## src/rtl/keylock_pkg.sv

```systemverilog
package keylock_pkg;

    typedef enum logic [1:0] {
        ST_OPEN  = 2'd0,
        ST_ARMED = 2'd1,
        ST_WAIT2 = 2'd2
    } kl_state_e;

endpackage

```

## src/rtl/kl_sec_timer.sv

```systemverilog
module kl_sec_timer #(
    parameter int W = 3
) (
    input  logic         clk,
    input  logic         rst_n,
    input  logic         load,
    input  logic [W-1:0] load_val,
    input  logic         clear,
    input  logic         tick,
    output logic         running,
    output logic         expire
);

    localparam logic [W-1:0] ONE = W'(1);

    logic [W-1:0] cnt;

    always_ff @(posedge clk or negedge rst_n) begin
        if (!rst_n) begin
            cnt <= '0;
        end else if (clear) begin
            cnt <= '0;
        end else if (load) begin
            cnt <= load_val;
        end else if (tick && cnt != '0) begin
            cnt <= cnt - ONE;
        end
    end

    assign running = (cnt != '0);
    assign expire  = tick && (cnt == ONE);


    count_hold_chk: assert property (@(posedge clk) disable iff (!rst_n)
        (!tick && !load && !clear) |=> $stable(cnt))
        else $error("timer count moved without tick");


    count_step_chk: assert property (@(posedge clk) disable iff (!rst_n)
        (tick && !load && !clear && cnt > ONE) |=> (cnt == $past(cnt) - ONE))
        else $error("timer did not step down by one");

endmodule

```

## src/rtl/kl_seq_fsm.sv

```systemverilog
module kl_seq_fsm
    import keylock_pkg::*;
#(
    parameter int KEY_W = 7,
    parameter int WIN_W = 3,
    parameter int MSK_W = 5
) (
    input  logic             clk,
    input  logic             rst_n,
    input  logic             lock_wr,
    input  logic [WIN_W-1:0] win_cfg,
    input  logic [MSK_W-1:0] msk_cfg,
    input  logic             press_vld,
    input  logic [KEY_W-1:0] press_key,
    input  logic [KEY_W-1:0] key1,
    input  logic [KEY_W-1:0] key2,
    input  logic             win_exp,
    input  logic             msk_exp,
    input  logic             msk_run,
    output logic             win_load,
    output logic             win_clear,
    output logic             msk_load,
    output logic             msk_clear,
    output logic             key_irq,
    output logic             lock_irq,
    output logic             locked
);

    kl_state_e state, state_n;
    logic      key_stb, unl_stb;
    logic      any_exp, hit1, hit2;

    assign any_exp = win_exp || msk_exp;
    assign hit1    = press_vld && (press_key == key1);
    assign hit2    = press_vld && (press_key == key2) && (state == ST_WAIT2);

    // state register
    always_ff @(posedge clk or negedge rst_n) begin
        if (!rst_n) state <= ST_OPEN;
        else        state <= state_n;
    end

    // next state and timer control
    always_comb begin
        state_n   = state;
        win_load  = 1'b0;
        win_clear = 1'b0;
        msk_load  = 1'b0;
        msk_clear = 1'b0;
        key_stb   = 1'b0;
        unl_stb   = 1'b0;
        unique case (state)
            ST_OPEN: begin
                if (lock_wr && win_cfg != '0) begin
                    state_n   = ST_ARMED;
                    win_clear = 1'b1;
                    msk_clear = 1'b1;
                end
            end
            ST_ARMED, ST_WAIT2: begin
                if (any_exp) begin
                    state_n   = ST_ARMED;
                    win_clear = 1'b1;
                    msk_clear = 1'b1;
                end else if (press_vld) begin
                    if (msk_cfg != '0 && !msk_run && !hit2) begin
                        msk_load = 1'b1;
                        key_stb  = 1'b1;
                    end
                    if (state == ST_ARMED) begin
                        if (hit1) begin
                            win_load = 1'b1;
                            state_n  = ST_WAIT2;
                        end
                    end else if (hit2) begin
                        state_n   = ST_OPEN;
                        unl_stb   = 1'b1;
                        win_clear = 1'b1;
                        msk_clear = 1'b1;
                    end else begin
                        state_n   = ST_ARMED;
                        win_clear = 1'b1;
                    end
                end
            end
            default: state_n = ST_OPEN;
        endcase
    end

    // registered outputs
    always_ff @(posedge clk or negedge rst_n) begin
        if (!rst_n) begin
            key_irq  <= 1'b0;
            lock_irq <= 1'b0;
            locked   <= 1'b0;
        end else begin
            key_irq  <= key_stb;
            lock_irq <= unl_stb;
            locked   <= (state_n != ST_OPEN);
        end
    end


    unlock_irq_chk: assert property (@(posedge clk) disable iff (!rst_n)
        $fell(locked) |-> lock_irq)
        else $error("unlock without lock interrupt");


    irq_open_chk: assert property (@(posedge clk) disable iff (!rst_n)
        lock_irq |-> !locked)
        else $error("lock interrupt while still locked");


    lock_cause_chk: assert property (@(posedge clk) disable iff (!rst_n)
        $rose(locked) |-> $past(lock_wr && win_cfg != '0))
        else $error("locked without a valid lock request");


    mask_zero_chk: assert property (@(posedge clk) disable iff (!rst_n)
        key_irq |-> $past(msk_cfg != '0))
        else $error("key interrupt with mask period zero");


    mask_quiet_chk: assert property (@(posedge clk) disable iff (!rst_n)
        key_irq |-> $past(!msk_run))
        else $error("key interrupt while mask timer running");


    irq_excl_chk: assert property (@(posedge clk) disable iff (!rst_n)
        !(key_irq && lock_irq))
        else $error("both interrupts at once");

endmodule

```

## src/rtl/keylock_seq.sv

```systemverilog
module keylock_seq #(
    parameter int KEY_W = 7,
    parameter int WIN_W = 3,
    parameter int MSK_W = 5,
    localparam int CFG_W = WIN_W + MSK_W
) (
    input  logic             clk,
    input  logic             rst_n,
    input  logic [CFG_W-1:0] tmr_cfg,
    input  logic [KEY_W-1:0] unlock_key1,
    input  logic [KEY_W-1:0] unlock_key2,
    input  logic             lock_wr,
    input  logic             sec_tick,
    input  logic             press_vld,
    input  logic [KEY_W-1:0] press_key,
    output logic             key_irq,
    output logic             lock_irq,
    output logic             locked
);

    logic [WIN_W-1:0] win_cfg;
    logic [MSK_W-1:0] msk_cfg;
    logic win_load, win_clear, win_run, win_exp;
    logic msk_load, msk_clear, msk_run, msk_exp;

    assign win_cfg = tmr_cfg[WIN_W-1:0];
    assign msk_cfg = tmr_cfg[CFG_W-1:WIN_W];

    kl_sec_timer #(.W(WIN_W)) u_win_tmr (
        .clk      (clk),
        .rst_n    (rst_n),
        .load     (win_load),
        .load_val (win_cfg),
        .clear    (win_clear),
        .tick     (sec_tick),
        .running  (win_run),
        .expire   (win_exp)
    );

    kl_sec_timer #(.W(MSK_W)) u_msk_tmr (
        .clk      (clk),
        .rst_n    (rst_n),
        .load     (msk_load),
        .load_val (msk_cfg),
        .clear    (msk_clear),
        .tick     (sec_tick),
        .running  (msk_run),
        .expire   (msk_exp)
    );

    kl_seq_fsm #(.KEY_W(KEY_W), .WIN_W(WIN_W), .MSK_W(MSK_W)) u_fsm (
        .clk       (clk),
        .rst_n     (rst_n),
        .lock_wr   (lock_wr),
        .win_cfg   (win_cfg),
        .msk_cfg   (msk_cfg),
        .press_vld (press_vld),
        .press_key (press_key),
        .key1      (unlock_key1),
        .key2      (unlock_key2),
        .win_exp   (win_exp),
        .msk_exp   (msk_exp),
        .msk_run   (msk_run),
        .win_load  (win_load),
        .win_clear (win_clear),
        .msk_load  (msk_load),
        .msk_clear (msk_clear),
        .key_irq   (key_irq),
        .lock_irq  (lock_irq),
        .locked    (locked)
    );


    win_idle_chk: assert property (@(posedge clk) disable iff (!rst_n)
        !locked |-> !win_run)
        else $error("window timer running while unlocked");

endmodule

```

## config.mk

```make
export PLATFORM = sky130hd
export DESIGN_NAME = keylock_seq
export DESIGN_NICKNAME = d
export VERILOG_FILES = /design/src/rtl/keylock_pkg.sv /design/src/rtl/kl_sec_timer.sv /design/src/rtl/kl_seq_fsm.sv /design/src/rtl/keylock_seq.sv
export SDC_FILE = /design/constraint.sdc
export NUM_CORES = 1
export LEC_CHECK = 0
export CORE_UTILIZATION = 56
export CTS_CLUSTER_DIAMETER = 100
export DETAILED_ROUTE_END_ITERATION = 12
export DONT_BUFFER_PORTS = 1
export PLACE_DENSITY = 0.71
export SYNTH_ARGS = -nofsm -noshare
export SYNTH_HDL_FRONTEND = slang
export SYNTH_SLANG_ARGS = --single-unit
```

## constraint.sdc

```tcl
create_clock -name clk -period 1.55 [get_ports clk]
set_input_delay 0.31 -clock clk [delete_from_list [all_inputs] [get_ports clk]]
set_output_delay 0.31 -clock clk [all_outputs]
set_load 0.005 [all_outputs]
```

==> qor.yml, run 1 <==
run_status: "finished with violations"
violations: "setup timing"
seqCellArea_um2: 325
startpoint_type: "register"
finalSetupViolCount: 10
grt_overflow: 0
vias_per_cell: 6.23
cpPeakStageDelay_ps: 400
cts_buffer_depth: 2
io_pins: 37
synth_seq_cells: 13
wl_per_cell_um: 18.1
synthesis.instances: 133
avgSynthCellArea_um2: 8.58
powerDensity_nw_per_um2: 1600
cts_tree: "built"
numPortBuffers: 0
ys_top_cells_by_area: "dfrtp_1 29%, ha_1 11%, xor2_1 11%"
worstPathArrival_ps: 1860
fin_crit_sh: 1.09
num_rows: 15
drv_slew: 0
path_class: "register to register"
design_area_um2: 1570
routed_wl_um: 3430
gp_congestion: 0.903
die_width_um: 47.1
clock_skew_ps: 3.92
first_pass_iters: 4
syn_area_um2: 1140
start_util: 0.627
drive_gt1_frac: 0.388
htreeDepth: 1
worstPathRequired_ps: 1720
clkLatencyLatePin_ps: 280
grt_pass1_wl_um: 4550
fill_cells: 106
cts_made_buffers: 3
path_delay_family: "simple AND/OR/NAND/NOR gates"
crit_slowest_cell: "dfrtp_1"
finalNonFillerCells: 190
hp-class: "input pin to register"
crit_fanout: 4
hold_ws_ps: 177
yosysTopAreaCellShare: 0.285
preCtsSetupSlack_ps: -186
dr_wl_met3_um: 208
track_usage: 0.301
drt_iter0_drc: 25
synth.distinct_cells: 36
power_mw: 2.51
antenna_left: 0
synth_warnings: 0
max_cap_viol_count: 0
cts.sinks: 13
hold_viol_final: 0
synth_nets: 177
grt_max_degree: 14
endpoint_kind: "register"
syn_to_final_growth_pct: 37.7
top_layer: "met4"
mostFrequentLayoutCell: "buf_4"
root_buffer: "clkbuf_4"
worst_slew_pin_slew_ps: 705
antenna_found_initial: 0
multi_input_area_um2: 915
met2_length_um: 1720
core_um2: 1820
fin_crit_ps: 1690
cp_cell_sequence: "inv_2 > ha_2 > nor4b_4 > o21ai_4 > and2_4 > buf_4 > a21oi_1 > nor3_1"
path_clk_slew_ps: 90
relSlewSlack: 0.528
placed_area_um2: 1390
setup_ws_ps: -138
vias: 1184
ir_drop_uv: 898
grt_pass1_vias: 1098
dieArea_um2: 2220
hpwlAfterDp_um: 2400
nets: 210
ys_seq_area_frac: 0.285
fp.dieH_um: 47.1
drc: 0
max_freq_mhz: 592
yosys.area.top_type: "dfrtp_1"
rsz0062_at_grt: "true"
dpl.cell_count: 184
met1_length_um: 1430
mostFrequentLayoutCells: "26 x buf_4, 14 x xor2_1, 13 x dfrtp_1"
path_buf_inv: 2
antenna_cells: 0
leakagePower_nw: 0.702
[power by group]
group	leakage [nW]	switching [mW]	internal, mW	total, mW
Sequential	0.167	0.122	0.457	0.579
Clock	0.0177	0.129	0.0957	0.225
Combinational	0.517	0.827	0.880	1.71
Total	0.702	1.08	1.43	2.51
[layout make-up]
cell class | instances | share of cell area
timing repair buffer | 29 | 0.145
clock buffer | 3 | 0.0143
tap | 25 | 0.0199
multi-input combinational | 107 | 0.582
clock inverter | 1 | 0.00318
sequential | 13 | 0.207
inverter | 12 | 0.0287
[cells by family after synthesis]
| logic type | count (synthesis) | share of synthesized area |
|---|---|---|
| AOI/OAI and AO/OA | 33 | 0.196 |
| and+or+nand+nor | 46 | 0.221 |
| xor gates and xnor gates | 18 | 0.138 |
| buffers and inverters | 13 | 0.0493 |
| adders and majority gates | 10 | 0.110 |
| DFF | 13 | 0.285 |
[through the flow]
stage	utilization	setup TNS, ps
global route	0.863	-1650
global placement	0.762	-837
floorplan	-	-252
CTS	0.808	-560
detailed placement	0.762	-1270
finish	0.863	-966
[layer usage]
metal / vias to the layer above / global-route usage
li1: 551 / -
met1: 554 / 0.358
met2: 67 / 0.544
met3: 12 / 0.0423
met4: 0 / 0.114
met5: - / 0
[worst register-to-register path, delay by kind of cell (launching register included)]
kind | cells | cell delay (ps)
adders and majority gates | 1 | 170
and+or+nand+nor | 3 | 520
buffers and inverters | 2 | 210
DFF | 1 | 400
AOI/OAI and AO/OA | 2 | 280
[repair_timing]
| item | CTS | global route |
|---|---|---|
| pin swaps | 4 | 7 |
| buffers inserted | 0 | 1 |
| hold endpoints to repair | 13 | 0 |
| hold buffers | 1 | 0 |
| endpoints found under the setup margin | 13 | 13 |
| resized for setup | 12 | 26 |
[path summary, 6_finish.rpt]
| check | startpoint | to | slack, ps | cells after the start |
|---|---|---|---|---|
| worst max register to register | u_msk_tmr.cnt[1] | u_win_tmr.cnt[0] | -140 | 8 |
| worst min register to register | u_win_tmr.cnt[1] | u_win_tmr.cnt[1] | 700 | 3 |
| worst max-delay path | u_msk_tmr.cnt[1] | u_win_tmr.cnt[0] | -140 | 8 |
| worst min-delay path | tmr_cfg[5] | u_msk_tmr.cnt[2] | 180 | 2 |
| max in group asynchronous | rst_n | u_msk_tmr.cnt[4] | 590 | 1 |
| min in group asynchronous | rst_n | u_win_tmr.cnt[0] | 510 | 1 |
[sequential cells by signal (all words and copies together) (netlist names)]
| register | cells |
|---|---|
| u_msk_tmr.cnt | 5 |
| u_fsm.key_irq | 1 |
| u_fsm.state | 2 |
| u_win_tmr.cnt | 3 |
| u_fsm.lock_irq | 1 |
| u_fsm.locked | 1 |
[cells in the mapped netlist, drive strengths merged]
library cell	instances
and3	3
nor2b	3
a31o	1
nor4	1
xor2	14
a221oi	1
o211ai	2
ha	10
a31oi	2
a211oi	2
dfrtp	13
a32oi	2
a211o	2
nand4	2
a32o	1
and4	2
buf	1
o311a	1
a21oi	10
inv	12
nor4b	2
nand2	5
and2	1
o21ai	6
or3	2
o311ai	1
nor3	10
nor3b	2
xnor2	4
nand3	3
o21a	1
o31ai	1
nor2	10
Power figures use the tool's default switching activity.
==> run 2, diff against run 1 <==
--- a/config.mk
+++ b/config.mk
@@ -10,6 +10,7 @@
 export DETAILED_ROUTE_END_ITERATION = 12
 export DONT_BUFFER_PORTS = 1
 export PLACE_DENSITY = 0.71
+export SKIP_LAST_GASP = 1
 export SYNTH_ARGS = -nofsm -noshare
 export SYNTH_HDL_FRONTEND = slang
 export SYNTH_SLANG_ARGS = --single-unit
==> run 2 against run 1 <==
Against the previous run: the run still ends with setup timing left; register-to-register slack better by 20 ps; fmax increased by 0.94%; total power decreased by 1.3%; first-iteration DRC count up 100%; combinational power about the same; sequential share of layout area rose by 0.12 points; critical path type unchanged; highest routed layer unchanged.
==> qor.yml, run 2 (same netlist as run 1, synthesis figures left out) <==
cts_tree: "built"
largest-register: "u_msk_tmr.cnt"
grt_overflow: 0  # unchanged
path_buf_inv: 2  # unchanged
worstRegToRegCells: 8  # unchanged
path_depth: 8  # unchanged
antenna_left: 0  # unchanged
rrSetupSlack_ps: -120  # +20 ps
crit_start: "u_msk_tmr.cnt[1]"
rsz0062_at_grt: "true"
finalSetupViolCount: 10  # unchanged
combPwrFrac: 0.676  # -0.004
leakagePower_nw: 0.699  # -0.45%
io_pins: 37  # unchanged
design_area_um2: 1560  # -0.56%
endpoint_kind: "register"
worst_slew_pin_slew_ps: 673  # -31.8 ps
grt_pass1_wl_um: 4540  # -0.15%
antenna_cells: 0  # unchanged
grt_max_degree: 14  # unchanged
hp-class: "input pin to register"
worstHoldPathCells: 2  # unchanged
first_pass_iters: 4  # unchanged
met2_length_um: 1650  # -4.0%
nets: 210  # unchanged
startpoint_type: "register"
run_status: "finished with violations"
power_mw: 2.48  # -1.3%
top_layer: "met4"
internal-power_mw: 1.42  # -0.88%
ir_drop_uv: 837  # -6.7%
start_util: 0.627  # unchanged
clock_skew_ps: 4.44  # +0.522 ps
max_freq_mhz: 598  # +0.94%
drt_iter0_drc: 50  # +100%
hold_viol_final: 0  # unchanged
dpl.cell_count: 184  # unchanged
fp.dieH_um: 47.1  # unchanged
worstPathRequired_ps: 1720  # about the same
top_regs: "u_msk_tmr.cnt: 5 flops, u_win_tmr.cnt: 3 flops, u_fsm.state: 2 flops"
crit_slowest_cell: "dfrtp_1"
dr_wl_met3_um: 197  # -5.3%
finalNonFillerCells: 190  # unchanged
largest_reg_flops: 5  # unchanged
hold_ws_ps: 175  # -2.25 ps
setup_ws_ps: -122  # +15.7 ps
met1_length_um: 1380  # -3.8%
mostFrequentLayoutCells: "27 x buf_4, 14 x xor2_1, 13 x dfrtp_1"
clkPwrFrac: 0.091  # about the same
fill_cells: 107  # +0.94%
numPortBuffers: 0  # unchanged
drive_gt1_frac: 0.388  # unchanged
die_width_um: 47.1  # unchanged
vias: 1178  # -0.51%
grt_pass1_vias: 1095  # -0.27%
powerDensity_nw_per_um2: 1590  # -0.70%
cts_made_buffers: 3  # unchanged
cp_cell_sequence: "inv_2 > ha_2 > nor4b_4 > o21ai_4 > and2_4 > buf_4 > a21oi_1 > nor3_1"
num_rows: 15  # unchanged
crit_end: "u_win_tmr.cnt[0]"
dieArea_um2: 2220  # unchanged
clkLatencyLatePin_ps: 280  # about the same
vias_per_cell: 6.20  # -0.51%
worstPathArrival_ps: 1850  # about the same
rr_startpoint: "u_msk_tmr.cnt[1]"
path_class: "register to register"
violations: "setup timing"
htreeDepth: 1  # unchanged
path_delay_family: "simple AND/OR/NAND/NOR gates"
hpwlAfterDp_um: 2400  # unchanged
multi_input_area_um2: 910  # -0.55%
drv_slew: 0  # unchanged
placed_area_um2: 1390  # unchanged
tns_ps: -841  # +125 ps
crit_fanout: 4  # unchanged
core_um2: 1820  # unchanged
finish.utilization: 0.858  # -0.00481
cpPeakStageDelay_ps: 400  # about the same
fin_crit_ps: 1670  # -15.7 ps
pwr-share-seq: 0.233  # +0.003
switchingPower_mw: 1.06  # -1.8%
antenna_found_initial: 0  # unchanged
relSlewSlack: 0.550  # +0.0213
mostFrequentLayoutCell: "buf_4"
cts.sinks: 13  # unchanged
track_usage: 0.301  # unchanged
p_sw_frac: 0.427  # -0.00219
max_cap_viol_count: 0  # unchanged
syn_to_final_growth_pct: 37.0
cts_buffer_depth: 2  # unchanged
gp_congestion: 0.903  # unchanged
preCtsSetupSlack_ps: -186  # unchanged
fin_crit_sh: 1.08  # -0.0101
rr_endpoint: "u_win_tmr.cnt[0]"
routed_wl_um: 3310  # -3.4%
path_clk_slew_ps: 100  # about the same
root_buffer: "clkbuf_4"
seqCellArea_um2: 325  # unchanged
drc: 0  # unchanged
wl_per_cell_um: 17.4  # -3.4%
==> run 2: cell type report <==
type,instances,share of cell area
clock buffers,3,0.0144
clock inverters,1,0.00320
well taps,25,0.0200
flip-flops and latches,13,0.208
repair buffers,29,0.143
multi-input cells,107,0.582
inverters,12,0.0288
==> run 2: per-layer routing <==
| metal | vias to the layer above | track usage |
|---|---|---|
| met5 | - | 0 |
| met2 | 66 | 0.544 |
| met3 | 10 | 0.0423 |
| met4 | 0 | 0.114 |
| met1 | 557 | 0.358 |
| li1 | 545 | - |
==> run 2: worst min-delay path by stage <==
stage                from               end  slack (ps)
6_report       tmr_cfg[5]  u_msk_tmr.cnt[2]         180
5_1_grt        tmr_cfg[5]  u_msk_tmr.cnt[2]         170
4_1_cts        tmr_cfg[5]  u_msk_tmr.cnt[2]         170
3_5_place_dp        rst_n      u_fsm.locked          10
3_3_place_gp        rst_n      u_fsm.locked          10
2_1_floorplan       rst_n     u_fsm.key_irq          10
==> run 2: power groups by stage <==
stage / registers, mW / logic [mW] / clock network [mW]
5_1_grt: 0.591 / 1.81 / 0.240
6_report: 0.578 / 1.68 / 0.225
3_5_place_dp: 0.552 / 1.38 / 0
2_1_floorplan: 0.561 / 0.832 / 0
4_1_cts: 0.572 / 1.46 / 0.233
3_3_place_gp: 0.545 / 1.33 / 0
==> run 2: repair_timing <==
item,CTS,global route
setup buffers,0,1
hold buffers,1,0
resized for setup,11,25
endpoints found under the hold margin,13,0
setup endpoints to repair,13,13
pin swaps,4,7
==> run 2: worst reg2reg max path: stages (launching register included) <==
cell and delay (ps):
dfrtp_1 400, inv_2 70, ha_2 180, nor4b_4 270, o21ai_4 120, and2_4 160, buf_4 130, a21oi_1 150
nor3_1 80
